<file path="src/rtl/fpmm_pkg.sv">
package fpmm_pkg;
  localparam int ELEM_W  = 32;
  localparam int EXP_W   = 8;
  localparam int MAN_W   = ELEM_W - EXP_W - 1;
  localparam int QBIT    = MAN_W - 1;

  typedef enum logic {PREF_PLAIN = 1'b0, PREF_NUMBER = 1'b1} pref_e;

  typedef struct packed {
    logic  is_min;
    pref_e pref;
  } op_cfg_t;

  typedef struct packed {
    logic nan;
    logic snan;
    logic qnan;
  } cls_t;

  function automatic cls_t classify(input logic [ELEM_W-1:0] v);
    cls_t c;
    logic exp_ones;
    logic man_nz;
    exp_ones = &v[ELEM_W-2:MAN_W];
    man_nz   = |v[MAN_W-1:0];
    c.nan  = exp_ones && man_nz;
    c.qnan = c.nan && v[QBIT];
    c.snan = c.nan && !v[QBIT];
    return c;
  endfunction

  function automatic logic [ELEM_W-1:0] make_quiet(input logic [ELEM_W-1:0] v);
    logic [ELEM_W-1:0] q;
    q = v;
    q[QBIT] = 1'b1;
    return q;
  endfunction

  // Monotonic unsigned key: larger key means larger numeric value, -0 < +0.
  function automatic logic [ELEM_W-1:0] order_key(input logic [ELEM_W-1:0] v);
    return v[ELEM_W-1] ? ~v : (v | {1'b1, {(ELEM_W-1){1'b0}}});
  endfunction
endpackage

</file>
<file path="src/rtl/fpmm_decode.sv">
module fpmm_decode
  import fpmm_pkg::*;
#(
  parameter int INSN_W = 32
) (
  input  logic [INSN_W-1:0] insn,
  output op_cfg_t           cfg,
  output logic              undef
);
  localparam int Q_POS    = 30;
  localparam int U_POS    = 29;
  localparam int SZ_LO    = 22;
  localparam int SZ_HI    = 23;
  localparam int OPC_LO   = 12;
  localparam int OPC_W    = 5;
  localparam logic [OPC_W-1:0] OPC_NUM   = 5'h0C;
  localparam logic [OPC_W-1:0] OPC_PLAIN = 5'h0F;

  logic [OPC_W-1:0] opc;
  logic             opc_known;
  logic             fields_ok;

  always_comb begin
    opc        = insn[OPC_LO +: OPC_W];
    opc_known  = (opc == OPC_NUM) || (opc == OPC_PLAIN);
    fields_ok  = insn[U_POS] && insn[Q_POS] && !insn[SZ_LO];
    undef      = !(opc_known && fields_ok);
    cfg.is_min = insn[SZ_HI];
    cfg.pref   = (opc == OPC_NUM) ? PREF_NUMBER : PREF_PLAIN;
  end
endmodule

</file>
<file path="src/rtl/fpmm_pair.sv">
module fpmm_pair
  import fpmm_pkg::*;
(
  input  logic [ELEM_W-1:0] op_a,
  input  logic [ELEM_W-1:0] op_b,
  input  op_cfg_t           cfg,
  output logic [ELEM_W-1:0] y
);
  cls_t              ca;
  cls_t              cb;
  logic              a_ge;
  logic [ELEM_W-1:0] ordered;
  logic              num_mode;

  always_comb begin
    ca       = classify(op_a);
    cb       = classify(op_b);
    a_ge     = order_key(op_a) >= order_key(op_b);
    ordered  = (cfg.is_min ^ a_ge) ? op_a : op_b;
    num_mode = (cfg.pref == PREF_NUMBER);
    if (num_mode && (ca.snan || cb.snan))
      y = ca.snan ? make_quiet(op_a) : make_quiet(op_b);
    else if (num_mode && ca.qnan && !cb.nan)
      y = op_b;
    else if (num_mode && cb.qnan && !ca.nan)
      y = op_a;
    else if (ca.nan)
      y = make_quiet(op_a);
    else if (cb.nan)
      y = make_quiet(op_b);
    else
      y = ordered;
  end
endmodule

</file>
<file path="src/rtl/fpmm_tree.sv">
module fpmm_tree
  import fpmm_pkg::*;
#(
  parameter int LANES = 4
) (
  input  logic [LANES*ELEM_W-1:0] vec,
  input  op_cfg_t                 cfg,
  output logic [ELEM_W-1:0]       y
);
  localparam int PAIRS = LANES / 2;

  logic [ELEM_W-1:0] level1 [PAIRS];

  for (genvar g = 0; g < PAIRS; g++) begin : g_lvl1
    fpmm_pair u_pair (
      .op_a (vec[(2*g)*ELEM_W   +: ELEM_W]),
      .op_b (vec[(2*g+1)*ELEM_W +: ELEM_W]),
      .cfg  (cfg),
      .y    (level1[g])
    );
  end

  fpmm_pair u_root (
    .op_a (level1[0]),
    .op_b (level1[1]),
    .cfg  (cfg),
    .y    (y)
  );
endmodule

</file>
<file path="src/rtl/fp_lane_minmax_reduce.sv">
module fp_lane_minmax_reduce
  import fpmm_pkg::*;
#(
  parameter int INSN_W = 32,
  parameter int LANES  = 4,
  parameter int RES_W  = 64
) (
  input  logic                    clk,
  input  logic                    rst_n,
  input  logic                    in_valid,
  output logic                    in_ready,
  input  logic [INSN_W-1:0]       in_insn,
  input  logic [LANES*ELEM_W-1:0] in_vec,
  output logic                    out_valid,
  input  logic                    out_ready,
  output logic [RES_W-1:0]        out_result,
  output logic                    out_undef
);
  localparam int PAD_W = RES_W - ELEM_W;

  op_cfg_t           cfg;
  logic              undef_c;
  logic [ELEM_W-1:0] tree_y;
  logic              take;

  fpmm_decode #(.INSN_W(INSN_W)) u_dec (
    .insn  (in_insn),
    .cfg   (cfg),
    .undef (undef_c)
  );

  fpmm_tree #(.LANES(LANES)) u_tree (
    .vec (in_vec),
    .cfg (cfg),
    .y   (tree_y)
  );

  assign in_ready = !out_valid || out_ready;
  assign take     = in_valid && in_ready;

  always_ff @(posedge clk) begin
    if (!rst_n) begin
      out_valid  <= 1'b0;
      out_result <= '0;
      out_undef  <= 1'b0;
    end else if (take) begin
      out_valid  <= 1'b1;
      out_undef  <= undef_c;
      out_result <= undef_c ? '0 : {{PAD_W{1'b0}}, tree_y};
    end else if (out_ready) begin
      out_valid  <= 1'b0;
    end
  end
endmodule

</file>
<file path="config.mk">
export PLATFORM = sky130hd
export DESIGN_NAME = fp_lane_minmax_reduce
export DESIGN_NICKNAME = d
export VERILOG_FILES = /design/src/rtl/fpmm_pkg.sv /design/src/rtl/fpmm_decode.sv /design/src/rtl/fpmm_pair.sv /design/src/rtl/fpmm_tree.sv /design/src/rtl/fp_lane_minmax_reduce.sv
export SDC_FILE = /design/constraint.sdc
export NUM_CORES = 1
export LEC_CHECK = 0
export BUFFER_PORTS_ARGS = -buffer_cell sky130_fd_sc_hd__buf_4
export CORE_ASPECT_RATIO = 1.5
export CORE_MARGIN = 3
export CORE_UTILIZATION = 55
export DETAILED_ROUTE_END_ITERATION = 6
export GPL_TIMING_DRIVEN = 0
export HOLD_SLACK_MARGIN = 0.12
export PLACE_DENSITY = 0.83
export SYNTH_ARGS = -nofsm -noshare
export SYNTH_HDL_FRONTEND = slang
export SYNTH_SLANG_ARGS = --single-unit
</file>
<file path="constraint.sdc">
create_clock -name clk -period 10.46 [get_ports clk]
set_clock_uncertainty 0.1 [all_clocks]
set_input_delay 0 -clock clk [delete_from_list [all_inputs] [get_ports clk]]
set_output_delay 0 -clock clk [all_outputs]
set_load 0.005 [all_outputs]
</file>
After elaboration in Yosys (flattened, before gate mapping)
Index checks and enable logic that the tools add are counted.

operators by class
  bitwise logic cells = 9
  order comparisons = 3
  equal/unequal tests = 2
  mux-type cells = 31
  reductions and logical operators = 70

operators with widths
  cell                                           count
  2-to-1 mux 32 bit                              28
  NOT 32 bit                                     6
  OR reduction 23 bit                            6
  greater-or-equal comparator 32 bit             3
  AND reduction 8 bit                            6
  logical AND 1 bit                              37
  zero test 1 bit                                15
  == test 5 x 4 -> 1 bit, second input constant  2
  logical OR 1 bit                               5
  2-to-1 mux 1 bit                               3
  XOR 1 bit                                      3
  nonzero test 2 bit                             1

word-level totals
  input bits = 164
  word-level logic and storage cells = 118
  output and inout bits = 67
  flip-flop bits (word level) = 66

Longest topological paths before layout
  depth in word-level cells = 21
  mapped depth = 28
  mapped depth without buffers = 23

By module
Synthesis repeated with hierarchy kept, for this count alone.

second synthesis, totals
  cells, all modules = 871
  area total of the unflattened synthesis = 7782.5 µm²

by module, submodules not included
  module                                    sequential area each (µm²)  area each (µm²)  instances  cells each
  fpmm_pair at u_tree.g_lvl1[0].u_pair ...  0.0                         2047.0           2          227
  fpmm_pair at u_tree.u_root                0.0                         1868.0           1          227
  fp_lane_minmax_reduce                     680.7                       1767.9           1          184
  fpmm_decode                               0.0                         52.6             1          6

Worst setup path before layout
No wires, ideal clock.

  path type = input to register
  start = input port in_vec[31]
  end = register out_result[23]
  arrival = 6296 ps
  path slack = 3946 ps
  data required time = 10243 ps
  cell stages on the path = 25
  setup time = 117 ps
  buffers on the path = 4
  cells stage by stage = clkbuf_1 -> buf_1 -> xor2_1 -> ha_1 -> a21oi_1 -> o21ai_1 -> a2111oi_0 -> o21ai_1 -> a2111oi_1 -> nor3_1 -> a31oi_1 -> buf_2 -> xor2_1 -> ha_1 -> a211oi_1 -> o21bai_1 -> a2111oi_0 -> o21ai_1 -> or4_1 -> a41oi_1 -> nor3_1 -> o31ai_4 -> buf_2 -> nand2_1 -> a32o_1

on the way
  word-level cells in the longest chain between the ends = 21
  elaborated cells on any way between the ends = 35
  classes of those cells = order compare: 2; mux: 17; bitwise: 4; reduce/logical: 12

ends and longest elaborated chain
  item                                line                         RTL
  from (decl)                         fp_lane_minmax_reduce.sv:13  input logic [LANES*ELEM_W-1:0] in_vec,
  NOT 32 bit                          fpmm_pkg.sv:41               return v[ELEM_W-1] ? ~v : (v | {1'b1, {(ELEM_W-1){1'b0}}});
  2-to-1 mux 32 bit                   fpmm_pkg.sv:41
  greater-or-equal comparator 32 bit  fpmm_pair.sv:18              a_ge = order_key(op_a) >= order_key(op_b);
  XOR 1 bit                           fpmm_pair.sv:19              ordered = (cfg.is_min ^ a_ge) ? op_a : op_b;
  2-to-1 mux 32 bit                   fpmm_pair.sv:19
  2-to-1 mux 32 bit                   fpmm_pair.sv:29              else if (cb.nan)
  2-to-1 mux 32 bit                   fpmm_pair.sv:27              else if (ca.nan)
  2-to-1 mux 32 bit                   fpmm_pair.sv:25              else if (num_mode && cb.qnan && !ca.nan)
  (+5 left out)                       -
  XOR 1 bit                           fpmm_pair.sv:19
  2-to-1 mux 32 bit                   fpmm_pair.sv:19
  2-to-1 mux 32 bit                   fpmm_pair.sv:29
  2-to-1 mux 32 bit                   fpmm_pair.sv:27
  2-to-1 mux 32 bit                   fpmm_pair.sv:25
  2-to-1 mux 32 bit                   fpmm_pair.sv:23              else if (num_mode && ca.qnan && !cb.nan)
  2-to-1 mux 32 bit *                 fpmm_pair.sv:21              if (num_mode && (ca.snan || cb.snan))
  2-to-1 mux 32 bit *                 fp_lane_minmax_reduce.sv:49  out_result <= undef_c ? '0 : {{PAD_W{1'b0}}, tree_y};
  to (signal assigned)                fp_lane_minmax_reduce.sv:49
  to (decl)                           fp_lane_minmax_reduce.sv:16  output logic [RES_W-1:0] out_result,

Every way passes the cells marked *; elsewhere a longest branch is shown, timed or not.
A chain may end at the register's enable or synchronous reset.

Worst setup path in the final report
  start = input port in_vec[63]
  end = register out_result[24]

Same word-level chain as after synthesis.

==> metrics.csv <==
metric;value;unit
drt.antenna.violating_nets;0;
initial_utilization;0.570;
io_buffers;171;
syn_area;7230;um^2
final_routed_wirelength;24200;um
ctsLongestPathBuffers;2;
gr-usage-all-layers;0.318;
switching_share;0.459;
synthArstFlopShare;0;
synth-seq-area-share;0.0941;
fin_setup_tns;0;ps
finalMaxSlewViolations;0;
critical_path.max_fanout;10;
layout_commonest_cell;sky130_fd_sc_hd__buf_4;
hold_crit_path_type;input pin to flop;
cap_violations;0;
final_layout_size_suffix_gt1_frac;0.196;
die_height;146;um
place.detailed.hpwl;19600;um
final_util;0.743;
leakage;4.23;nW
worst_path_buf_inv;6;
antenna_violations_before_repair;0;
rsz0062_at_grt;false;
number_of_enable_type_register_cells_in_the_synthesized_netlist;0;
ys_dominant_reg_cell;sky130_fd_sc_hd__dfxtp_1;
power.combinational.fraction;0.728;
worst_relative_slew_slack;0.466;
final-setup-viol-count;0;
syn_inst;895;
max_fclk;117;MHz
ys_ff_latch;34;
grt_first_pass_wirelength;38000;um
synth-warning-count;0;
dr.first_iter.drc_count;406;
wl_per_cell;18.5;um
critical_path_top_delay_cell;sky130_fd_sc_hd__nor3_1;
synth_cell_type_count;62;
cts_root_buf;sky130_fd_sc_hd__clkbuf_16;
peakVddDrop;0.0000689;V
post-route-period-util;0.816;
routabilityCongestion;0.983;
power.share.sequential;0.129;
cellPowerDensity;108;nW/um^2
final_hold_viol_count;0;
critPathKind;input pin to flop;
post-route-drc-count;0;
clock_tree.htree_level_count;2;
floorplan.die.width;99.6;um
detailedRoute.firstPassIterationCount;5;
placed_cells;1253;
internal-power;0.000550;W
tritoncts;yes;
grt_pass1_vias;7976;
syn_to_final_growth;30.4;%
num-nets-final;1411;
status;finished clean;
die_area;14600;um^2
gr-total-overflow;0;
tritoncts.num_buffers;5;
cp_data_required_time;10530;ps
worst_pin_slew;794;ps
worstSkewPairLatency;290;ps
end_kind;flop;
route.detailed.vias_per_inst;6.07;
max_stage_delay;660;ps
grt_start_max_net_pins;11;
path_clk_slew;50;ps
critical-path-top-cell-by-count;sky130_fd_sc_hd__o21ai_1;
ios;231;
critical_path.top_delay_family;compound AO/OA/AOI/OAI gates;
cp.arrival;8610;ps
postSynthAreaPerCell;8.08;um^2
clock_sinks;34;
stdcell_count;1308;
power_switching;0.000466;W
time_the_worst_path_needs_with_i_o_delays_and_setup;8540;ps
coreArea;12700;um^2
pwr-share-clk;0.143;
kind_of_start_point_of_the_critical_path;input pin;
via_count;7939;
row_count;50;
final_cell_mix;sky130_fd_sc_hd__buf_4, sky130_fd_sc_hd__ha_1, sky130_fd_sc_hd__xor2_1;
cts_setup_buffers;0;
cell usage after synthesis, types with 15 or more instances:
master	n	area (um^2)
sky130_fd_sc_hd__xor2_1	95	832
sky130_fd_sc_hd__a21oi_1	54	270
sky130_fd_sc_hd__a22oi_1	23	173
sky130_fd_sc_hd__xnor2_1	94	823
sky130_fd_sc_hd__ha_1	96	1200
sky130_fd_sc_hd__nor2_1	29	109
sky130_fd_sc_hd__o21ai_0	17	85.1
sky130_fd_sc_hd__dfxtp_1	34	681
sky130_fd_sc_hd__and2_1	27	169
sky130_fd_sc_hd__nand4_1	26	163
sky130_fd_sc_hd__a221o_1	22	220
sky130_fd_sc_hd__mux2i_1	41	410
sky130_fd_sc_hd__nand2_1	40	150
sky130_fd_sc_hd__a22o_1	23	201
sky130_fd_sc_hd__clkbuf_1	31	116
sky130_fd_sc_hd__buf_4	33	248
sky130_fd_sc_hd__nor4_1	26	163
sky130_fd_sc_hd__nand2b_1	15	93.8
what timing repair did:
| action | in CTS | in global routing |
|---|---|---|
| hold endpoints to repair | 32 | 0 |
| resized for setup | 0 | 0 |
| hold buffers | 47 | 0 |
cell type report:
cell class	instances	area, um^2
Tap cell	156	195
Antenna cell	1	2.50
Buffer	89	473
Sequential cell	34	681
Fill cell	1017	3260
Timing Repair Buffer	218	1750
Multi-Input combinational cell	791	6150
Clock buffer	7	133
Inverter	12	45.0
final timing paths:
kind | from | slack [ps] | end | cells after the start
setup reg to reg | out_valid$_SDFFE_PN0P_ | 7850 | out_result[14]$_SDFFE_PN0P_ | 8
hold / removal | in_vec[26] | 120 | out_result[26]$_SDFFE_PN0P_ | 4
setup / recovery | in_vec[63] | 1920 | out_result[24]$_SDFFE_PN0P_ | 28
hold reg to reg | out_result[26]$_SDFFE_PN0P_ | 380 | out_result[26]$_SDFFE_PN0P_ | 1
cells by family after synthesis:
group	synth area share
flops	0.0941
simple gates	0.148
fa+ha+maj	0.166
mux	0.0567
compound gates	0.234
other cells	0.000518
buf+inv	0.0716
xor+xnor	0.229
registers in the layout (all words and copies together) (netlist names):
name / flops
out_result: 32
out_valid: 1
out_undef: 1
power by group through the flow:
stage	logic, W	clock network (W)	registers [W]
6_report	0.000739	0.000146	0.000131
4_1_cts	0.000726	0.000144	0.000131
3_5_place_dp	0.000703	0	0.000134
3_3_place_gp	0.000688	0	0.000134
5_1_grt	0.000811	0.000149	0.000131
2_1_floorplan	0.000509	0	0.000134
through the flow:
step | power [W] | setup WS, ps | area, um^2 | hold WS (ps)
6_report | 0.00102 | 1920 | 9440 | 118
5_1_grt | 0.00109 | 1460 | 9430 | 151
4_1_cts | 0.00100 | 2020 | 9430 | 121
3_5_place_dp | 0.000837 | 2270 | 8830 | 176
3_3_place_gp | 0.000822 | 2370 | 8830 | 162
2_1_floorplan | 0.000643 | 3950 | 7350 | 20.7
layer usage:
metal / share of wire / global-route usage / routed length [um]
met5: 0 / 0 / 0
met4: 0.057 / 0.181 / 1380
met1: 0.37 / 0.350 / 9020
met3: 0.061 / 0.0253 / 1470
met2: 0.51 / 0.585 / 12400
worst reg2reg max path, stage by stage (launching register included):
cell and delay [ps]:
sky130_fd_sc_hd__dfxtp_1 310, sky130_fd_sc_hd__nand2b_1 120, sky130_fd_sc_hd__nand2_1 120, sky130_fd_sc_hd__nor4_1 420, sky130_fd_sc_hd__nand2_1 300, sky130_fd_sc_hd__clkbuf_1 310
sky130_fd_sc_hd__a21oi_1 190, sky130_fd_sc_hd__a22o_1 150, sky130_fd_sc_hd__dlygate4sd3_1 550
(Power assumes the default switching activity.)
